<file path="src/rtl/serial_frame_tx_pkg.sv">
package serial_frame_tx_pkg;
  // strobes from control to datapath
  typedef struct packed {
    logic load;   // move held character into the shift register
    logic shift;  // advance to the next bit of the frame
  } txStrobe_t;
endpackage

</file>
<file path="src/rtl/serial_frame_tx_dp.sv">
module serial_frame_tx_dp
  import serial_frame_tx_pkg::*;
#(
  parameter int DATA_W = 8,
  parameter int FRAME_W = 1 + DATA_W + 1 + 2,
  parameter int CNT_W = $clog2(FRAME_W + 1)
) (
  input  logic              clk,
  input  logic              rst_n,
  input  logic              wrEn,
  input  logic [DATA_W-1:0] wrData,
  input  logic              cfgEightBits,
  input  logic              cfgParityEn,
  input  logic              cfgParityOdd,
  input  logic              cfgTwoStop,
  input  txStrobe_t         strobe,
  output logic              holdFull,
  output logic              lastBit,
  output logic              txOut
);
  logic [DATA_W-1:0]  holdData;
  logic [FRAME_W-1:0] shiftReg;
  logic [CNT_W-1:0]   bitsLeft;
  logic [FRAME_W-1:0] frameImg;
  logic [CNT_W-1:0]   frameLen;
  logic [CNT_W-1:0]   nData;
  logic               parBit;

  // frame image: start, data LSB first, optional parity, ones beyond
  always_comb begin
    nData  = cfgEightBits ? CNT_W'(DATA_W) : CNT_W'(DATA_W - 1);
    parBit = cfgParityOdd;
    frameImg = '1;
    frameImg[0] = 1'b0;
    for (int i = 0; i < DATA_W; i++) begin
      if (CNT_W'(i) < nData) begin
        frameImg[i+1] = holdData[i];
        parBit = parBit ^ holdData[i];
      end
    end
    for (int j = 1; j < FRAME_W; j++) begin
      if (cfgParityEn && (CNT_W'(j) == nData + CNT_W'(1))) frameImg[j] = parBit;
    end
    frameLen = CNT_W'(2) + nData + CNT_W'(cfgParityEn) + CNT_W'(cfgTwoStop);
  end

  always_ff @(posedge clk) begin
    if (!rst_n) begin
      holdData <= '0;
      holdFull <= 1'b0;
    end else if (strobe.load) begin
      holdFull <= 1'b0;
    end else if (wrEn && !holdFull) begin
      holdData <= wrData;
      holdFull <= 1'b1;
    end
  end

  always_ff @(posedge clk) begin
    if (!rst_n) begin
      shiftReg <= '1;
      bitsLeft <= '0;
    end else if (strobe.load) begin
      shiftReg <= frameImg;
      bitsLeft <= frameLen;
    end else if (strobe.shift) begin
      shiftReg <= {1'b1, shiftReg[FRAME_W-1:1]};
      bitsLeft <= bitsLeft - CNT_W'(1);
    end
  end

  assign lastBit = (bitsLeft == CNT_W'(1));
  assign txOut   = shiftReg[0];

  // an accepted write fills the holding register
  assert_hold_fill_R6: assert property (@(posedge clk) disable iff (!rst_n)
    (wrEn && !holdFull) |=> holdFull);
  // a write into a full register leaves the held character alone
  assert_ignore_full_R7: assert property (@(posedge clk) disable iff (!rst_n)
    (wrEn && holdFull) |=> (holdData == $past(holdData)));
  // a load puts the low start bit on the line
  assert_start_low_R2: assert property (@(posedge clk) disable iff (!rst_n)
    strobe.load |=> !txOut);
endmodule

</file>
<file path="src/rtl/serial_frame_tx_ctrl.sv">
module serial_frame_tx_ctrl
  import serial_frame_tx_pkg::*;
#(
  parameter int OVERSAMPLE = 16,
  parameter int TICK_W = $clog2(OVERSAMPLE)
) (
  input  logic      clk,
  input  logic      rst_n,
  input  logic      tick16,
  input  logic      holdFull,
  input  logic      lastBit,
  output txStrobe_t strobe,
  output logic      busy
);
  localparam logic [TICK_W-1:0] TICK_LAST = TICK_W'(OVERSAMPLE - 1);

  logic [TICK_W-1:0] tickCnt;
  logic              bitDone;

  assign bitDone = busy && tick16 && (tickCnt == TICK_LAST);

  always_comb begin
    strobe = '0;
    if (!busy) begin
      strobe.load = holdFull;
    end else if (bitDone) begin
      if (lastBit) strobe.load = holdFull;
      else         strobe.shift = 1'b1;
    end
  end

  always_ff @(posedge clk) begin
    if (!rst_n) begin
      busy <= 1'b0;
    end else if (strobe.load) begin
      busy <= 1'b1;
    end else if (bitDone && lastBit) begin
      busy <= 1'b0;
    end
  end

  always_ff @(posedge clk) begin
    if (!rst_n)      tickCnt <= '0;
    else if (!busy)  tickCnt <= '0;
    else if (tick16) tickCnt <= tickCnt + TICK_W'(1);
  end

  // bit timing advances only on the 16x enable
  assert_tick_only_R2: assert property (@(posedge clk) disable iff (!rst_n)
    (busy && !tick16) |=> $stable(tickCnt));
  // a full holding register at frame end keeps the line busy
  assert_gapless_R8: assert property (@(posedge clk) disable iff (!rst_n)
    (bitDone && lastBit && holdFull) |=> (busy && tickCnt == '0));
endmodule

</file>
<file path="src/rtl/serial_frame_tx.sv">
module serial_frame_tx
  import serial_frame_tx_pkg::*;
#(
  parameter int DATA_W = 8,
  parameter int OVERSAMPLE = 16
) (
  input  logic              clk,
  input  logic              rst_n,
  input  logic              tick16,
  input  logic              cfgEightBits,
  input  logic              cfgParityEn,
  input  logic              cfgParityOdd,
  input  logic              cfgTwoStop,
  input  logic              wrEn,
  input  logic [DATA_W-1:0] wrData,
  output logic              holdEmpty,
  output logic              txEnd,
  output logic              txOut
);
  txStrobe_t strobe;
  logic      holdFull;
  logic      lastBit;
  logic      busy;

  serial_frame_tx_ctrl #(.OVERSAMPLE(OVERSAMPLE)) ctrl_i (
    .clk(clk), .rst_n(rst_n), .tick16(tick16), .holdFull(holdFull),
    .lastBit(lastBit), .strobe(strobe), .busy(busy)
  );

  serial_frame_tx_dp #(.DATA_W(DATA_W)) dp_i (
    .clk(clk), .rst_n(rst_n), .wrEn(wrEn), .wrData(wrData),
    .cfgEightBits(cfgEightBits), .cfgParityEn(cfgParityEn),
    .cfgParityOdd(cfgParityOdd), .cfgTwoStop(cfgTwoStop),
    .strobe(strobe), .holdFull(holdFull), .lastBit(lastBit), .txOut(txOut)
  );

  assign holdEmpty = !holdFull;
  assign txEnd     = !busy && !holdFull;

  // the line rests high outside a frame
  assert_idle_high_R1: assert property (@(posedge clk) disable iff (!rst_n)
    !busy |-> txOut);
  // the end flag never shows while a bit is on the line low
  assert_end_idle_R9: assert property (@(posedge clk) disable iff (!rst_n)
    txEnd |-> txOut);
endmodule

</file>
<file path="config.mk">
export PLATFORM = sky130hd
export DESIGN_NAME = serial_frame_tx
export DESIGN_NICKNAME = d
export VERILOG_FILES = /design/src/rtl/serial_frame_tx_pkg.sv /design/src/rtl/serial_frame_tx_dp.sv /design/src/rtl/serial_frame_tx_ctrl.sv /design/src/rtl/serial_frame_tx.sv
export SDC_FILE = /design/constraint.sdc
export NUM_CORES = 1
export LEC_CHECK = 0
export BUFFER_PORTS_ARGS = -buffer_cell sky130_fd_sc_hd__buf_2
export CAP_MARGIN = 5
export CORE_MARGIN = 3
export CORE_UTILIZATION = 50
export DETAILED_ROUTE_END_ITERATION = 8
export GPL_TIMING_DRIVEN = 0
export PLACE_DENSITY_LB_ADDON = 0.3
export SLEW_MARGIN = 20
export SYNTH_ARGS = -nofsm -noshare
export SYNTH_HDL_FRONTEND = slang
export SYNTH_SLANG_ARGS = --single-unit
export TNS_END_PERCENT = 50
</file>
<file path="constraint.sdc">
create_clock -name clk -period 2 [get_ports clk]
set_input_delay 0.2 -clock clk [delete_from_list [all_inputs] [get_ports clk]]
set_output_delay 0.2 -clock clk [all_outputs]
set_load 0.02 [all_outputs]
</file>
==> results of run 1 <==
## power groups by stage
stage | Clock (uW) | Sequential [uW] | Combinational (uW)
floorplan | 0 | 639 | 155
global placement | 0 | 644 | 201
detailed placement | 0 | 647 | 210
CTS | 279 | 635 | 212
global route | 302 | 640 | 235
finish | 272 | 635 | 210
## worst register-to-register path: stages (launching register included)
cell	delay [ps]
dfxtp_2	410
ha_1	180
or3b_4	390
o21ai_0	190
nand2_1	200
o22ai_1	200
o21ai_0	100
## how the worst min path moves through the flow
stage                     start               end  slack [ps]  cells after the start
6_report              wrData[0]  dp_i.holdData[0]         120                      3
2_1_floorplan             rst_n  dp_i.holdData[0]         330                      1
4_1_cts               wrData[0]  dp_i.holdData[0]         120                      3
3_5_place_dp          wrData[5]  dp_i.holdData[5]         460                      3
5_1_grt               wrData[6]  dp_i.holdData[6]         140                      3
3_3_place_gp   dp_i.shiftReg[2]  dp_i.shiftReg[2]         460                      2
## per-layer routing
metal / routed length [um] / GRT usage, % / vias to the layer above
li1: - / - / 529
met1: 1290 / 22.9 / 495
met2: 1270 / 29.8 / 24
met3: 115 / 2.00 / 3
met4: 12 / 3.97 / 0
met5: 0 / 0 / -
## logic make-up (layout without fill, tap and decap cells)
kind of cell	count (synthesis)	in the layout	share of synthesized area, %
and+or+nand+nor	51	51	20.7
DFF	28	28	41.7
AOI/OAI and AO/OA	20	20	11.1
xor gates and xnor gates	15	15	10.3
muxes	10	10	7.44
buffers and inverters	10	32	3.54
adders and majority gates	5	5	5.21
## registers in the layout (all words and copies together), names as in the netlist
register	count
ctrl_i.busy	1
dp_i.holdFull	1
ctrl_i.tickCnt	4
dp_i.holdData	8
dp_i.bitsLeft	4
dp_i.shiftReg	10
## final cells by class
class | count | area, um^2 | area share, %
multi-input cells | 101 | 737 | 48.8
flip-flops and latches | 28 | 562 | 37.2
repair buffers | 18 | 90.1 | 5.97
well taps | 30 | 37.5 | 2.49
clock buffers | 4 | 36.3 | 2.40
plain buffers | 5 | 28.8 | 1.91
inverters | 5 | 18.8 | 1.24
## cells in the mapped netlist
master,instances
o22ai_1,1
nand4_1,2
and3_4,1
nand3_1,8
a22oi_1,6
or3b_4,1
mux2i_1,10
a221oi_1,1
nand4bb_1,1
xnor2_1,9
o221ai_1,1
o22ai_2,1
a21boi_0,1
nand2_2,1
nand2_1,15
xor2_1,5
a32oi_1,1
clkbuf_1,2
and4_1,1
fa_1,1
nor3_1,1
o2111ai_1,1
dfxtp_1,28
nor2b_1,10
a21oi_1,1
buf_6,1
buf_2,2
nor2_4,1
o21ai_0,4
a21boi_1,1
nor4_2,1
xnor2_2,1
o211a_1,1
inv_1,5
nor2_1,8
ha_1,4
## per-stage QoR
stage	worst slack (ps)	instance area [um^2]
2_1_floorplan	327	1350
3_3_place_gp	178	1470
3_5_place_dp	167	1470
4_1_cts	117	1510
5_1_grt	49.3	1510
6_report	206	1510
==> results_dict.tcl, run 1 <==
set metrics [dict create \
    status "finished clean" \
    relSlewSlack_pct 70.3 \
    most-common-layout-cells "dfxtp_1 (27), buf_2 (20), nand2_1 (15)" \
    cp.buffers_inverters 0 \
    dp_hpwl_um 2010 \
    p_sw_share_pct 27.3 \
    rows 18 \
    stdcell_count 191 \
    worstRegToRegCells 6 \
    core_area_um2 2520 \
    yosys_warnings 0 \
    vias 1051 \
    fillers 237 \
    slowest_stage "dfxtp_2" \
    wirelength_um 2690 \
    cp_top_family "simple AND/OR/NAND/NOR gates" \
    power.total_uw 1120 \
    finalHoldViolCount 0 \
    synthDistinctLibCells 36 \
    critPathMaxStageDelay_ps 410 \
    setup_violations 0 \
    syn-cell-area_um2 1350 \
    cts_buffers 3 \
    vdd_drop_max_mv 0.545 \
    grtUsageTotal_pct 17.2 \
    start_util_pct 53.3 \
    hold_path.class "in -> reg" \
    period_minus_slack_ps 1790 \
    timing.fmax_mhz 558 \
    hold_buffers 0 \
    required_ps 2210 \
    placedCellCount 187 \
    post-cts-setup-buffers 0 \
    comb_power_share_pct 18.8 \
    path_max_fanout 6 \
    end_kind "flip-flop" \
    maxSlewViolCount 0 \
    p_switching_uw 305 \
    nets 183 \
    syn_avg_cell_area_um2 9.68 \
    first_pass_iters 4 \
    clk_pin_slew_ps 150 \
    postLayoutCoreUtil_pct 59.9 \
    cts_resized 0 \
    routedWlPerCell_um 14.1 \
    power.internal_uw 812 \
    synth.area.top_cells "dfxtp_1 (42%), mux2i_1 (7.4%), xnor2_1 (5.9%), nor2b_1 (4.7%), nand2_1 (4.2%)" \
    crit_type "reg -> reg" \
    cts_root_buffer "clkbuf_4" \
    finalSetupTns_ps 0 \
    drc 0 \
    crit_arrival_ps 2000 \
    pwr-share-clk_pct 24.3 \
    startpoint_type "flip-flop" \
    critical_path_depth 6 \
    setup.worst_path.start "dp_i.bitsLeft[0]" \
    clock_sink_count 28 \
    first_iter_violations 47 \
    powerDensity_nw_per_um2 740 \
    synth_seq_area_share_pct 41.7 \
    pwr-share-seq_pct 56.9 \
    fp.dieH_um 57.9 \
    globalRouteOverflowTotal 0 \
    synth_top_cell_area_share_pct 41.7 \
    synth_cells 139 \
    drive_gt1_share_pct 20.5 \
    hold_slack_ps 122 \
    drt-vias-per-instance 5.50 \
    die_area_um2 3350 \
    clk_latency_ps 320 \
    ys_ff_latch 28 \
    final_common_cell "dfxtp_1" \
    syn_to_final_growth_pct 12.3 \
    cap_violations 0 \
    gp_routability_congestion 0.714 \
    crit_top_cell "o21ai_0" \
    worstPathCellList "ha_1 -> or3b_4 -> o21ai_0 -> nand2_1 -> o22ai_1 -> o21ai_0" \
    grt_antenna_before_repair 0 \
    h-tree-depth 1 \
    antenna_left 0 \
    fp.dieW_um 57.9 \
    io_pins 19 \
    clock_path_buffers 2 \
    port_buffers 18 \
    r2r-start "dp_i.bitsLeft[0]" \
    r2r_slack_ps 210 \
    clock_skew_ps 4.57 \
    crit_end "dp_i.shiftReg[1]" \
    min_period_over_period_pct 89.7 \
    grt_max_degree 16 \
    tightest_slew_ps 446 \
    yosys.area.top_type "dfxtp_1" \
    p_leak_uw 0.000624 \
    rr_endpoint "dp_i.shiftReg[1]" \
    rsz0062_at_grt "false" \
    num_antenna_cells 0 \
    grt_pass1_wl_um 4550 \
    cts_tree "built" \
    syn-num-nets 160 \
    grt_pass1_vias 999 \
]
Note: power is estimated with default switching activity, not from simulation.
==> inputs of run 2 (changes only) <==
- ABC_AREA: default -> 1
- BUFFER_PORTS_ARGS: -buffer_cell sky130_fd_sc_hd__buf_2 -> default
- DONT_BUFFER_PORTS: default -> 1
==> run 2 against run 1 <==
  * Sequential share of layout area increased by 0.64 points
  * Design area shrank 1.9%
  * Highest routed layer is now met3
  * Critical endpoint is now dp_i.shiftReg[9]
  * Critical path type unchanged
  * Global-route usage is 0.19 points higher
  * Maximum frequency grew 3.3%
  * Worst setup slack better by 57 ps
  * First-iteration DRC count is 72% higher
==> results_dict.tcl, run 2 <==
set metrics [dict create \
    status "finished clean" \
    grt_pass1_vias 1104 \
    crit_arrival_ps 1960 \
    syn-num-nets 216 \
    io_pins 19 \
    vias 1232 \
    finalHoldViolCount 0 \
    synthDistinctLibCells 29 \
    startpoint_type "flip-flop" \
    ys_ff_latch 28 \
    clock_skew_ps 1.82 \
    syn_avg_cell_area_um2 7.14 \
    synth_common_cells "nand2_1 (52), dfxtp_1 (28), inv_1 (26)" \
    h-tree-depth 1 \
    nets 222 \
    dp_hpwl_um 2200 \
    num_antenna_cells 0 \
    reg_top3 "dp_i.shiftReg (10), dp_i.holdData (8)" \
    p_switching_uw 341 \
    die_area_um2 3450 \
    clk_pin_slew_ps 140 \
    antenna_left 0 \
    wirelength_um 2810 \
    placedCellCount 225 \
    first_pass_iters 4 \
    tightest_slew_ps 468 \
    fin_area_um2 1480 \
    post-cts-setup-buffers 0 \
    final_common_cell "nand2_1" \
    crit_type "reg -> reg" \
    hold_path.class "in -> reg" \
    comb_power_share_pct 20.1 \
    relSlewSlack_pct 68.8 \
    clk_latency_ps 320 \
    rows 18 \
    top_register "dp_i.shiftReg" \
    synth_top_cell_area_share_pct 40.3 \
    globalRouteOverflowTotal 0 \
    synth-main-ff-cell "dfxtp_1" \
    drive_gt1_share_pct 8.00 \
    yosys_warnings 0 \
    pwr-share-seq_pct 56.1 \
    fillers 243 \
    synth_cells 195 \
    finalSetupTns_ps 0 \
    first_iter_violations 81 \
    min_period_over_period_pct 86.8 \
    synth_edf_count 0 \
    clock_path_buffers 2 \
    drt-vias-per-instance 5.36 \
    timing.fmax_mhz 576 \
    cts_tree "built" \
    required_ps 2220 \
    vdd_drop_max_mv 0.523 \
    p_sw_share_pct 29.8 \
    syn_to_final_growth_pct 6.38 \
    end_kind "flip-flop" \
    stdcell_count 230 \
    grt_pass1_wl_um 4710 \
    synth.area.top_cells "dfxtp_1 (40%), nand2_1 (14%), inv_1 (7.0%), a21oi_1 (5.0%), o21ai_0 (4.3%)" \
    pwr-share-clk_pct 23.8 \
    syn-cell-area_um2 1390 \
    most-common-layout-cells "nand2_1 (52), dfxtp_1 (28), inv_1 (26)" \
    yosys.area.top_type "dfxtp_1" \
    cts_root_buffer "clkbuf_4" \
    place_area_um2 1430 \
    grt_antenna_before_repair 0 \
    maxSlewViolCount 0 \
    fin_ws_ps 263 \
    grtUsageTotal_pct 17.4 \
    setup_violations 0 \
    powerDensity_nw_per_um2 772 \
    hold_slack_ps 17.0 \
    fp.dieW_um 58.8 \
    grt_max_degree 16 \
    core_area_um2 2570 \
    clock_sink_count 28 \
    period_minus_slack_ps 1740 \
    cap_violations 0 \
    ys_async_sr_fraction_pct 0 \
    largest_reg_flops 10 \
    fp.dieH_um 58.8 \
    dp_slack_ps 157 \
    synth.most_common_cell "nand2_1" \
    rsz0062_at_grt "false" \
    routedWlPerCell_um 12.2 \
    port_buffers 0 \
    cts_buffers 3 \
    path_max_fanout 10 \
    synth_seq_area_share_pct 40.3 \
    drc 0 \
    p_leak_uw 0.000694 \
    gp_routability_congestion 0.790 \
    start_util_pct 54.2 \
    power.internal_uw 803 \
]
run 2: cell types whose count changed after synthesis, sizes merged, moves of 7 or more:
cell,change
a21oi,+13
inv,+24
mux2i,-10
nand2,+38
nor2,+7
nor2b,-10
o21ai,+11
xnor2,-8
run 2: power by group through the flow:
stage	clock network [uW]	registers, uW	logic, uW
after floorplan	0	646	186
after global placement	0	652	219
after detailed placement	0	654	227
after CTS	285	642	230
final	272	642	230
after global routing	305	648	264
run 2: metal layers:
layer | track usage [%] | vias up | part of all wire [%]
li1 | - | 635 | -
met1 | 21.7 | 565 | 43
met2 | 29.8 | 32 | 51
met3 | 5.26 | 0 | 6.3
met4 | 3.24 | 0 | 0
met5 | 0 | - | 0
run 2: cell type report:
class | count | area, um^2 | area share [%]
multi-input combinational | 134 | 704 | 47.6
sequential | 28 | 561 | 37.8
clock buffer | 4 | 36.3 | 2.45
buffer | 4 | 23.8 | 1.60
timing repair buffer | 1 | 10.0 | 0.676
inverter | 29 | 109 | 7.35
tap | 30 | 37.5 | 2.53
run 2: worst paths after layout:
path / from / end / slack, ps / cells after the start
max: dp_i.bitsLeft[1] / dp_i.shiftReg[9] / 260 / 9
min: tick16 / ctrl_i.tickCnt[1] / 20 / 2
max reg2reg: dp_i.bitsLeft[1] / dp_i.shiftReg[9] / 260 / 9
min reg2reg: dp_i.shiftReg[4] / dp_i.shiftReg[4] / 490 / 2
run 2: worst max-delay path, cell delays in order (launching register included):
cell and delay (ps):
dfxtp_1 340, inv_1 100, ha_1 150, nand3_1 110, nand2_1 200, inv_2 140
nor2_4 270, inv_2 100, o22ai_1 170, nand2_1 60
run 2: cells by family after synthesis:
kind of cell | synth area share [%]
simple gates | 25.8
compound gates | 16.9
buf+inv | 9.52
flops | 40.3
fa+ha+maj | 5.03
xor+xnor | 2.52
run 2: what timing repair did:
action	in CTS	in global routing
endpoints found under the setup margin	0	1
hold endpoints to repair	1	0
resized for setup	0	1
hold buffers	1	0
run 2: through the flow:
stage	total power (uW)	util, %
after floorplan	832	-
after global placement	871	55.7
after detailed placement	881	55.7
after CTS	1160	57.5
after global routing	1220	57.7
final	1140	57.7
